`src/rtl/uart_fe_pkg.sv`:
```
package uart_fe_pkg;

    // Field positions inside the frame-control slice.
    localparam int CTRL_MSB  = 21;
    localparam int CTRL_LSB  = 15;
    localparam int LEN_HI    = 21;
    localparam int LEN_LO    = 20;
    localparam int PAR_EN    = 19;
    localparam int PAR_ODD   = 18;
    localparam int STOP_HI   = 17;
    localparam int STOP_LO   = 16;
    localparam int TWO_WIRE  = 15;

    localparam int CHAR_W    = 8;
    localparam int NB_W      = 4;

    typedef struct packed {
        logic [NB_W-1:0] nbits;
        logic            par_en;
        logic            par_odd;
        logic            two_stop;
    } frame_cfg_t;

    typedef enum logic [2:0] {
        TX_IDLE, TX_START, TX_DATA, TX_PAR, TX_STOP
    } tx_st_e;

    typedef enum logic [2:0] {
        RX_IDLE, RX_START, RX_DATA, RX_PAR, RX_STOP, RX_HOLD
    } rx_st_e;

endpackage

```
`src/rtl/uart_fe_ctrl.sv`:
```
module uart_fe_ctrl
    import uart_fe_pkg::*;
(
    input  logic [CTRL_MSB:CTRL_LSB] ctrl_bits,
    input  logic                     cts,
    output frame_cfg_t               cfg,
    output logic                     flow_ok
);
    always_comb begin
        // Reversed length code: 00 -> 8 bits ... 11 -> 5 bits.
        cfg.nbits    = NB_W'(CHAR_W) - {2'b00, ctrl_bits[LEN_HI:LEN_LO]};
        cfg.par_en   = ctrl_bits[PAR_EN];
        cfg.par_odd  = ctrl_bits[PAR_ODD];
        cfg.two_stop = |ctrl_bits[STOP_HI:STOP_LO];
        flow_ok      = ctrl_bits[TWO_WIRE] | cts;
    end
endmodule

```
`src/rtl/uart_fe_tx.sv`:
```
module uart_fe_tx
    import uart_fe_pkg::*;
#(
    parameter int DW = CHAR_W
) (
    input  logic          clk,
    input  logic          rst_n,
    input  logic          bit_tick,
    input  frame_cfg_t    cfg_i,
    input  logic          flow_ok,
    input  logic          fifo_empty,
    input  logic [DW-1:0] fifo_data,
    output logic          fifo_pop,
    output logic          txd,
    output logic          busy
);
    typedef struct packed {
        tx_st_e          st;
        logic [DW-1:0]   sh;
        logic [NB_W-1:0] idx;
        logic            par;
        logic            stop2;
        frame_cfg_t      cfg;
        logic            txd;
    } tx_reg_t;

    localparam tx_reg_t TX_RST = '{st: TX_IDLE, sh: '0, idx: '0, par: 1'b0,
                                   stop2: 1'b0, cfg: '0, txd: 1'b1};

    tx_reg_t q, d;
    logic    can_go;
    logic    load;

    assign can_go = !fifo_empty && flow_ok;

    always_comb begin
        d    = q;
        load = 1'b0;
        if (bit_tick) begin
            unique case (q.st)
                TX_IDLE: load = can_go;
                TX_START: begin
                    d.st  = TX_DATA;
                    d.txd = q.sh[0];
                    d.par = q.sh[0];
                    d.sh  = q.sh >> 1;
                    d.idx = NB_W'(1);
                end
                TX_DATA: begin
                    if (q.idx < q.cfg.nbits) begin
                        d.txd = q.sh[0];
                        d.par = q.par ^ q.sh[0];
                        d.sh  = q.sh >> 1;
                        d.idx = q.idx + NB_W'(1);
                    end else if (q.cfg.par_en) begin
                        d.st  = TX_PAR;
                        d.txd = q.par ^ q.cfg.par_odd;
                    end else begin
                        d.st    = TX_STOP;
                        d.txd   = 1'b1;
                        d.stop2 = 1'b0;
                    end
                end
                TX_PAR: begin
                    d.st    = TX_STOP;
                    d.txd   = 1'b1;
                    d.stop2 = 1'b0;
                end
                TX_STOP: begin
                    if (q.cfg.two_stop && !q.stop2) begin
                        d.stop2 = 1'b1;
                    end else if (can_go) begin
                        load = 1'b1;
                    end else begin
                        d.st  = TX_IDLE;
                        d.txd = 1'b1;
                    end
                end
                default: d = TX_RST;
            endcase
        end
        if (load) begin
            d.st  = TX_START;
            d.txd = 1'b0;
            d.sh  = fifo_data;
            d.cfg = cfg_i;
            d.idx = '0;
            d.par = 1'b0;
        end
    end

    always_ff @(posedge clk or negedge rst_n) begin
        if (!rst_n) q <= TX_RST;
        else        q <= d;
    end

    assign fifo_pop = load;
    assign txd      = q.txd;
    assign busy     = (q.st != TX_IDLE);
endmodule

```
`src/rtl/uart_fe_rx.sv`:
```
module uart_fe_rx
    import uart_fe_pkg::*;
#(
    parameter int DW   = CHAR_W,
    parameter int OS   = 16,
    parameter int SYNC = 2
) (
    input  logic          clk,
    input  logic          rst_n,
    input  logic          os_tick,
    input  logic          rxd,
    input  frame_cfg_t    cfg_i,
    output logic          push,
    output logic [DW-1:0] data,
    output logic          perr,
    output logic          ferr
);
    localparam int              CNTW = $clog2(OS);
    localparam int              IW   = $clog2(DW);
    localparam logic [CNTW-1:0] HALF = CNTW'(OS / 2 - 1);
    localparam logic [CNTW-1:0] LAST = CNTW'(OS - 1);

    typedef struct packed {
        rx_st_e          st;
        logic [SYNC-1:0] sync;
        logic [CNTW-1:0] cnt;
        logic [IW-1:0]   idx;
        logic [DW-1:0]   data;
        logic            par;
        logic            stop2;
        frame_cfg_t      cfg;
        logic            push;
        logic            perr;
        logic            ferr;
    } rx_reg_t;

    localparam rx_reg_t RX_RST = '{st: RX_IDLE, sync: '1, cnt: '0, idx: '0,
                                   data: '0, par: 1'b0, stop2: 1'b0, cfg: '0,
                                   push: 1'b0, perr: 1'b0, ferr: 1'b0};

    rx_reg_t q, d;
    logic    rxs;

    assign rxs = q.sync[SYNC-1];

    always_comb begin
        d      = q;
        d.sync = {q.sync[SYNC-2:0], rxd};
        d.push = 1'b0;
        if (os_tick) begin
            unique case (q.st)
                RX_IDLE: begin
                    if (!rxs) begin
                        d.st  = RX_START;
                        d.cnt = '0;
                        d.cfg = cfg_i;
                    end
                end
                RX_START: begin
                    if (q.cnt == HALF) begin
                        if (!rxs) begin
                            d.st   = RX_DATA;
                            d.cnt  = '0;
                            d.idx  = '0;
                            d.data = '0;
                            d.par  = 1'b0;
                            d.perr = 1'b0;
                            d.ferr = 1'b0;
                        end else begin
                            d.st = RX_IDLE;
                        end
                    end else begin
                        d.cnt = q.cnt + CNTW'(1);
                    end
                end
                RX_DATA: begin
                    if (q.cnt == LAST) begin
                        d.cnt         = '0;
                        d.data[q.idx] = rxs;
                        d.par         = q.par ^ rxs;
                        if (NB_W'(q.idx) == q.cfg.nbits - NB_W'(1)) begin
                            d.st    = q.cfg.par_en ? RX_PAR : RX_STOP;
                            d.stop2 = 1'b0;
                        end else begin
                            d.idx = q.idx + IW'(1);
                        end
                    end else begin
                        d.cnt = q.cnt + CNTW'(1);
                    end
                end
                RX_PAR: begin
                    if (q.cnt == LAST) begin
                        d.cnt   = '0;
                        d.perr  = rxs ^ q.par ^ q.cfg.par_odd;
                        d.st    = RX_STOP;
                        d.stop2 = 1'b0;
                    end else begin
                        d.cnt = q.cnt + CNTW'(1);
                    end
                end
                RX_STOP: begin
                    if (q.cnt == LAST) begin
                        d.cnt  = '0;
                        d.ferr = q.ferr | !rxs;
                        if (q.cfg.two_stop && !q.stop2) begin
                            d.stop2 = 1'b1;
                        end else begin
                            d.push = 1'b1;
                            d.st   = rxs ? RX_IDLE : RX_HOLD;
                        end
                    end else begin
                        d.cnt = q.cnt + CNTW'(1);
                    end
                end
                RX_HOLD: begin
                    if (rxs) d.st = RX_IDLE;
                end
                default: d = RX_RST;
            endcase
        end
    end

    always_ff @(posedge clk or negedge rst_n) begin
        if (!rst_n) q <= RX_RST;
        else        q <= d;
    end

    assign push = q.push;
    assign data = q.data;
    assign perr = q.perr;
    assign ferr = q.ferr;
endmodule

```
`src/rtl/uart_frame_engine.sv`:
```
module uart_frame_engine
    import uart_fe_pkg::*;
#(
    parameter int OS_RATE     = 16,
    parameter int SYNC_STAGES = 2
) (
    input  logic                     clk,
    input  logic                     rst_n,
    input  logic                     bit_tick,
    input  logic                     os_tick,
    input  logic [CTRL_MSB:CTRL_LSB] ctrl_bits,
    input  logic                     cts,
    input  logic                     tx_empty,
    input  logic [CHAR_W-1:0]        tx_data,
    output logic                     tx_pop,
    output logic                     txd,
    output logic                     tx_busy,
    input  logic                     rxd,
    output logic                     rx_push,
    output logic [CHAR_W-1:0]        rx_data,
    output logic                     rx_perr,
    output logic                     rx_ferr
);
    frame_cfg_t cfg;
    logic       flow_ok;

    uart_fe_ctrl u_ctrl (
        .ctrl_bits (ctrl_bits),
        .cts       (cts),
        .cfg       (cfg),
        .flow_ok   (flow_ok)
    );

    uart_fe_tx #(.DW(CHAR_W)) u_tx (
        .clk        (clk),
        .rst_n      (rst_n),
        .bit_tick   (bit_tick),
        .cfg_i      (cfg),
        .flow_ok    (flow_ok),
        .fifo_empty (tx_empty),
        .fifo_data  (tx_data),
        .fifo_pop   (tx_pop),
        .txd        (txd),
        .busy       (tx_busy)
    );

    uart_fe_rx #(.DW(CHAR_W), .OS(OS_RATE), .SYNC(SYNC_STAGES)) u_rx (
        .clk     (clk),
        .rst_n   (rst_n),
        .os_tick (os_tick),
        .rxd     (rxd),
        .cfg_i   (cfg),
        .push    (rx_push),
        .data    (rx_data),
        .perr    (rx_perr),
        .ferr    (rx_ferr)
    );
endmodule

```
`config.mk`:
```
export PLATFORM = sky130hd
export DESIGN_NAME = uart_frame_engine
export DESIGN_NICKNAME = d
export VERILOG_FILES = /design/src/rtl/uart_fe_pkg.sv /design/src/rtl/uart_fe_ctrl.sv /design/src/rtl/uart_fe_tx.sv /design/src/rtl/uart_fe_rx.sv /design/src/rtl/uart_frame_engine.sv
export SDC_FILE = /design/constraint.sdc
export NUM_CORES = 1
export LEC_CHECK = 0
export BUFFER_PORTS_ARGS = -buffer_cell sky130_fd_sc_hd__buf_2
export CAP_MARGIN = 25
export CORE_MARGIN = 2
export CORE_UTILIZATION = 45
export CTS_CLUSTER_SIZE = 8
export DETAILED_ROUTE_END_ITERATION = 10
export PLACE_DENSITY = 0.63
export SETUP_SLACK_MARGIN = 0.3
export SYNTH_ARGS = -nofsm -noshare
export SYNTH_HDL_FRONTEND = slang
export SYNTH_HIERARCHICAL = 1
export SYNTH_SLANG_ARGS = --single-unit
```
`constraint.sdc`:
```
create_clock -name clk -period 3.9 [get_ports clk]
set_input_delay 0.39 -clock clk [delete_from_list [all_inputs] [get_ports clk]]
set_output_delay 0.39 -clock clk [all_outputs]
set_load 0.01 [all_outputs]
```
### Word level (Yosys, flattened, before mapping)

Index checks and enable logic that the tools add are counted.

* $add $sub $neg: 5
* $lt $le $gt $ge: 3
* equality and inequality tests: 34
* mux-type cells: 66
* bitwise operators: 13
* reductions and logical operators: 36

Operators by type and width (count)
* 3-bit two-way mux: 15
* 13-bit case mux with 3 select lines: 1
* 12-bit case mux with 3 select lines: 1
* 16-bit two-way mux: 2
* 29-bit two-way mux: 1
* 13-bit two-way mux: 2
* 25-bit two-way mux: 1
* 5-bit AND reduction: 5
* 1-bit two-way mux: 20
* 2-bit by 1-bit != test with 1-bit output, second input constant: 10
* 3-bit case mux with 6 select lines: 1
* 4-bit case mux with 4 select lines: 1
* 3-bit case mux with 5 select lines: 1
* 7-bit two-way mux: 2
* 2-bit != test, second input constant: 7
* 7-bit case mux with 2 select lines: 1
* 3-bit by 2-bit equality test with 1-bit output, second input constant: 4
* 12-bit two-way mux: 1
* 4-bit two-way mux: 3
* 3-bit != test, second input constant: 4
* 4-bit OR reduction: 3
* 5-bit OR reduction: 2
* 3-bit equality test, second input constant: 3
* 1-bit case mux with 3 select lines: 3
* 35 further kinds: 63

* flip-flop bits (word level): 57
* input port bits: 22
* output and inout bits: 14
* word-level logic and storage cells: 181

### Logic depth before layout (Yosys ltp)

* depth in word-level cells: 8
* gate-level depth with buffers: 7
* depth with buffers taken out: 7

### Hierarchy

The synthesis kept the hierarchy.

By module, submodules not included
* uart_fe_rx: times used 1, cells an instance 228, area an instance 1950.6 µm², seq. area each 803.3 µm²
* uart_fe_tx: times used 1, cells an instance 158, area an instance 1493.9 µm², seq. area each 626.9 µm²
* uart_fe_ctrl: times used 1, cells an instance 10, area an instance 71.3 µm², seq. area each 0.0 µm²

### Worst setup path after synthesis

OpenSTA, ideal clock, no wires.

* kind: reg2reg
* start: reg u_tx/q[7] (netlist name)
* end: reg u_tx/q[15] (netlist name)
* setup time: 125 ps
* arrival time: 1841 ps
* data required time: 3775 ps
* setup slack: 1934 ps
* cell stages (with the launch flop): 7
* buffers on the path: 0
* clock period less this slack: 1966 ps
* cell sequence: dfrtp_1 -> inv_1 -> ha_1 -> a21oi_1 -> o2111ai_2 -> o221ai_4 -> mux2_2

* longest elaborated chain between the ends: 3

RTL lines
* start: declaration: RTL line uart_fe_tx.sv:30 `tx_reg_t q, d;`
* start signal: assignment: RTL line uart_fe_tx.sv:93 `if (!rst_n) q <= TX_RST;`
* start signal: assignment: RTL line uart_fe_tx.sv:94 `else q <= d;`
* 4-bit < comparator: RTL line uart_fe_tx.sv:50 `if (q.idx < q.cfg.nbits) begin`
* 3-bit by 2-bit != test with 1-bit output (no source line)
* 3-bit AND reduction (no source line)

Every way passes these cells.
A chain may end at the register's enable or synchronous reset.

### Final worst setup path

* start: reg u_tx/q[23] (netlist name)
* end: out tx_pop

* longest elaborated chain between the ends: 3
* elaborated cells between the ends (all ways): 4
* those cells by class: 1 x eq/ne; 2 x mux; 1 x reduce/logical

RTL lines
* 3-bit equality test / 3-bit zero test (equally long branches): RTL line uart_fe_tx.sv:40 `unique case (q.st)`
* 1-bit case mux with 2 select lines (*): RTL line uart_fe_tx.sv:40
* 1-bit two-way mux (*): RTL line uart_fe_tx.sv:39 `if (bit_tick) begin`
* end: declaration: RTL line uart_frame_engine.sv:15 `output logic tx_pop,`

Mark *: on every way between the ends. The rest lies on a longest branch, timed or not.

==> results.cfg <==
[status]
status = completed

[clocking]
htree_levels = 3
post_cts_repair_setup_buffers = 0
cts-hold-fix-buffers = 0
cts_buffers = 9
cts.clk_slew.worst_paths_ns = 0.07
clock_tree.root_cell = clkbuf_8
post_cts_resized = 0
num_clock_sinks = 57
worst_skew_pair.late_latency_ns = 0.34
tritoncts = yes
clock_tree.buffer_depth = 2

[logic_synthesis]
synth-seq-area-share_pct = 40.7
synth-async-reset-ratio_pct = 100
yosysUniqueCellTypes = 64
ys_warn_count = 6
synth_enable_flop_cells = 0
synthFlopType = dfrtp_1
synth.cell_area_um2 = 3520
syn_inst = 396
synth_fp_nets = 429
yosys_register_bits = 57
synth_area_per_cell_um2 = 8.88

[power]
power.leakage_nw = 1.70
switching_share_pct = 41.6
power_density_nw_per_um2 = 616
internal_power_mw = 1.39
power_switching_mw = 0.991
sequentialPowerShare_pct = 40.3
maximum_resistive_drop_on_vdd_mv = 0.344
finalPower_mw = 2.38
pwr-share-clk_pct = 21.4
combinationalPowerShare_pct = 38.2

[critical_path]
ff2ff_setup_slack_ns = 1.61
worst-endpoint-required_ns = 3.51
worstPathCellList = nor2_1, and4_1, buf_4, buf_2
critical-path-max-stage-delay_ns = 0.52
path_delay_family = simple AND/OR/NAND/NOR gates
critical_path_peak_fanout = 19
cp-end-kind = output port
critical_path.n_buffers_inverters = 2
slowest_stage = dfrtp_1
startpoint_type = register
worstSetupPathType = reg2out
crit_arrival_ns = 2.16

[timing]
report.final.hold_viol_count = 0
timing.final.crit_share_pct = 65.3
timing.final.crit_period_ns = 2.55
timing.max_slew.rel_slack_pct = 43.5
tns_ns = 0
worst_clock_skew_ns = 0.00641
final-setup-viol-count = 0
unrepaired_setup_endpoints_after_global_routing = no
drv_slew = 0
timing_worst_slew_pin_value_ns = 0.840
clock.fmax_ghz = 0.393

[global_routing]
met3_usage_pct = 4.64
met1_track_demand_over_resource_in_global_routing_pct = 24.0
number_of_antenna_violations_at_the_first_check_in_global_routing = 0
number_of_global_route_vias_before_repair = 2830
grtUsageMet2_pct = 33.0
grt_most_used_layer = met2
gr-total-overflow = 0
grt_use_total_pct = 19.4
grt_pass1_wl_mm = 13.3
grt_start_max_net_pins = 36

[die]
design.die.area_um2 = 8540
rows = 32
die_w_um = 92.4
initial_utilization_pct = 46.0
floorplan.io_pins = 36
chipHeight_um = 92.4
placeableCoreArea_um2 = 7650

[final_layout]
final_layout_size_suffix_gt1_share_pct = 19.0
finalCoreUtilization_pct = 50.5
antenna-diode-count = 0
layout.filler_cells = 751
area.sequential_um2 = 1430
areaGrowthSynthToFinish_pct = 9.79
multi_input_area_um2 = 1840
final_nets = 449

[route]
post_drt_wl_per_cell_um = 14.4
routed_via_density = 5.49
drc_errors = 0
drt_wl_total_mm = 7.52
postRouteAntennaNets = 0
total_via_count_after_detailed_routing = 2871
detail_route.iter0.violations = 119
dr.pass1.iters = 4

[placed_design]
port-buffer-count = 35
place_congestion = 0.821
dp_hpwl_mm = 5.30

[run]
max-cap-violations = 0

[min_path]
worst_hold_path_type = in2async
## path summary, 6_finish.rpt
kind / startpoint / to / cells past startpoint
max reg2reg: u_tx/q[7] / u_tx/q[19] / 6
min in group clk: rxd / u_rx/q[27] / 2
max in group asynchronous: rst_n / u_tx/txd / 2
max: u_tx/q[23] / tx_pop / 4
min: rst_n / u_rx/q[26] / 1
min reg2reg: u_tx/q[8] / u_tx/q[8] / 1
## registers in the layout, summed over array words and instances, names as in the netlist
signal,count
u_rx/q,21
u_tx/txd,1
u_rx/push,1
u_rx/ferr,1
u_tx/q,24
u_rx/perr,1
u_rx/data,8
## cell families after synthesis
kind of cell | synth area share (%)
multiplexers | 3.77
AO/OA/AOI/OAI | 23.9
flip-flops | 40.7
adder cells (fa/ha/maj) | 3.91
AND/OR/NAND/NOR | 18.4
buffers and inverters | 7.12
XOR/XNOR | 2.24
## power groups by stage
stage / logic [mW] / clock network, mW / registers, mW
2_1_floorplan: 0.790 / 0 / 0.859
3_3_place_gp: 0.892 / 0 / 0.959
3_5_place_dp: 0.908 / 0 / 0.964
4_1_cts: 0.911 / 0.528 / 0.956
5_1_grt: 1.03 / 0.553 / 0.992
6_report: 0.909 / 0.510 / 0.960
## through the flow
step / instance area [µm²] / setup WS (ns) / hold WS, ns / cells
2_1_floorplan: 3520 / 1.93 / 0.0944 / 396
3_3_place_gp: 3670 / 1.64 / 0.461 / 506
3_5_place_dp: 3680 / 1.61 / 0.489 / 507
4_1_cts: 3860 / 1.34 / 0.142 / 523
5_1_grt: 3860 / 1.23 / 0.180 / 523
6_report: 3860 / 1.35 / 0.126 / 523
## worst reg2reg max path: stages (launching register included)
cell       delay (ns)
dfrtp_1          0.36
inv_1            0.05
ha_1             0.31
a21oi_1          0.31
o2111ai_2        0.31
o221ai_4         0.46
mux2_2           0.39
## cell usage after synthesis (2+ instances only)
cell type  count  share of area, %
dfrtp_1       54                38
nand2_1       49               5.2
o21ai_0       47               6.7
inv_1         22               2.3
nor2_1        19               2.0
a21oi_1       17               2.4
nand2b_1      14               2.5
buf_4         12               2.6
clkbuf_1      12               1.3
ha_1          11               3.9
mux2_2        10               3.2
nand3_1       10               1.4
nor3_1         8               1.1
xnor2_1        8               2.0
a22o_1         7               1.7
nor2b_1        6               1.1
o22ai_1        6               1.1
o31ai_1        6               1.3
a31oi_1        5              0.89
nand3b_1       5               1.1
o211ai_1       5               1.1
and3_1         4              0.71
buf_2          4              0.57
a21o_1         3              0.64
dfstp_2        3               2.2
o2111ai_1      3              0.75
o21a_1         3              0.64
a211oi_1       2              0.43
a22oi_1        2              0.43
clkinv_1       2              0.21
mux2i_1        2              0.57
or2_1          2              0.36
or4_1          2              0.43
## placed cells by master, fill, tap and decap left out, types with 7 or more instances in the layout
master    instances
dfrtp_1          54
inv_1            22
nand2_1          49
nor2_1           19
a22o_1            7
nand3_1          10
nor3_1            8
xnor2_1           8
clkbuf_8         11
a21oi_1          17
nand2b_1         14
mux2_2           10
o21ai_0          47
buf_2            36
ha_1             11
## layout make-up
class	count	area share (%)
clock buffers	11	3.92
clock inverters	5	0.778
inverters	24	2.33
multi-input cells	286	47.6
flip-flops and latches	57	37.1
well taps	102	3.31
repair buffers	38	5.06
## metal layers
layer  share of wire, %  vias up  wire (µm)
met2                 50       59       3760
met1                 45     1357       3410
met3                3.4        7        256
li1                   -     1448          -
met5                  0        -          0
met4                1.2        0         91
Note: power is estimated with default switching activity, not from simulation.
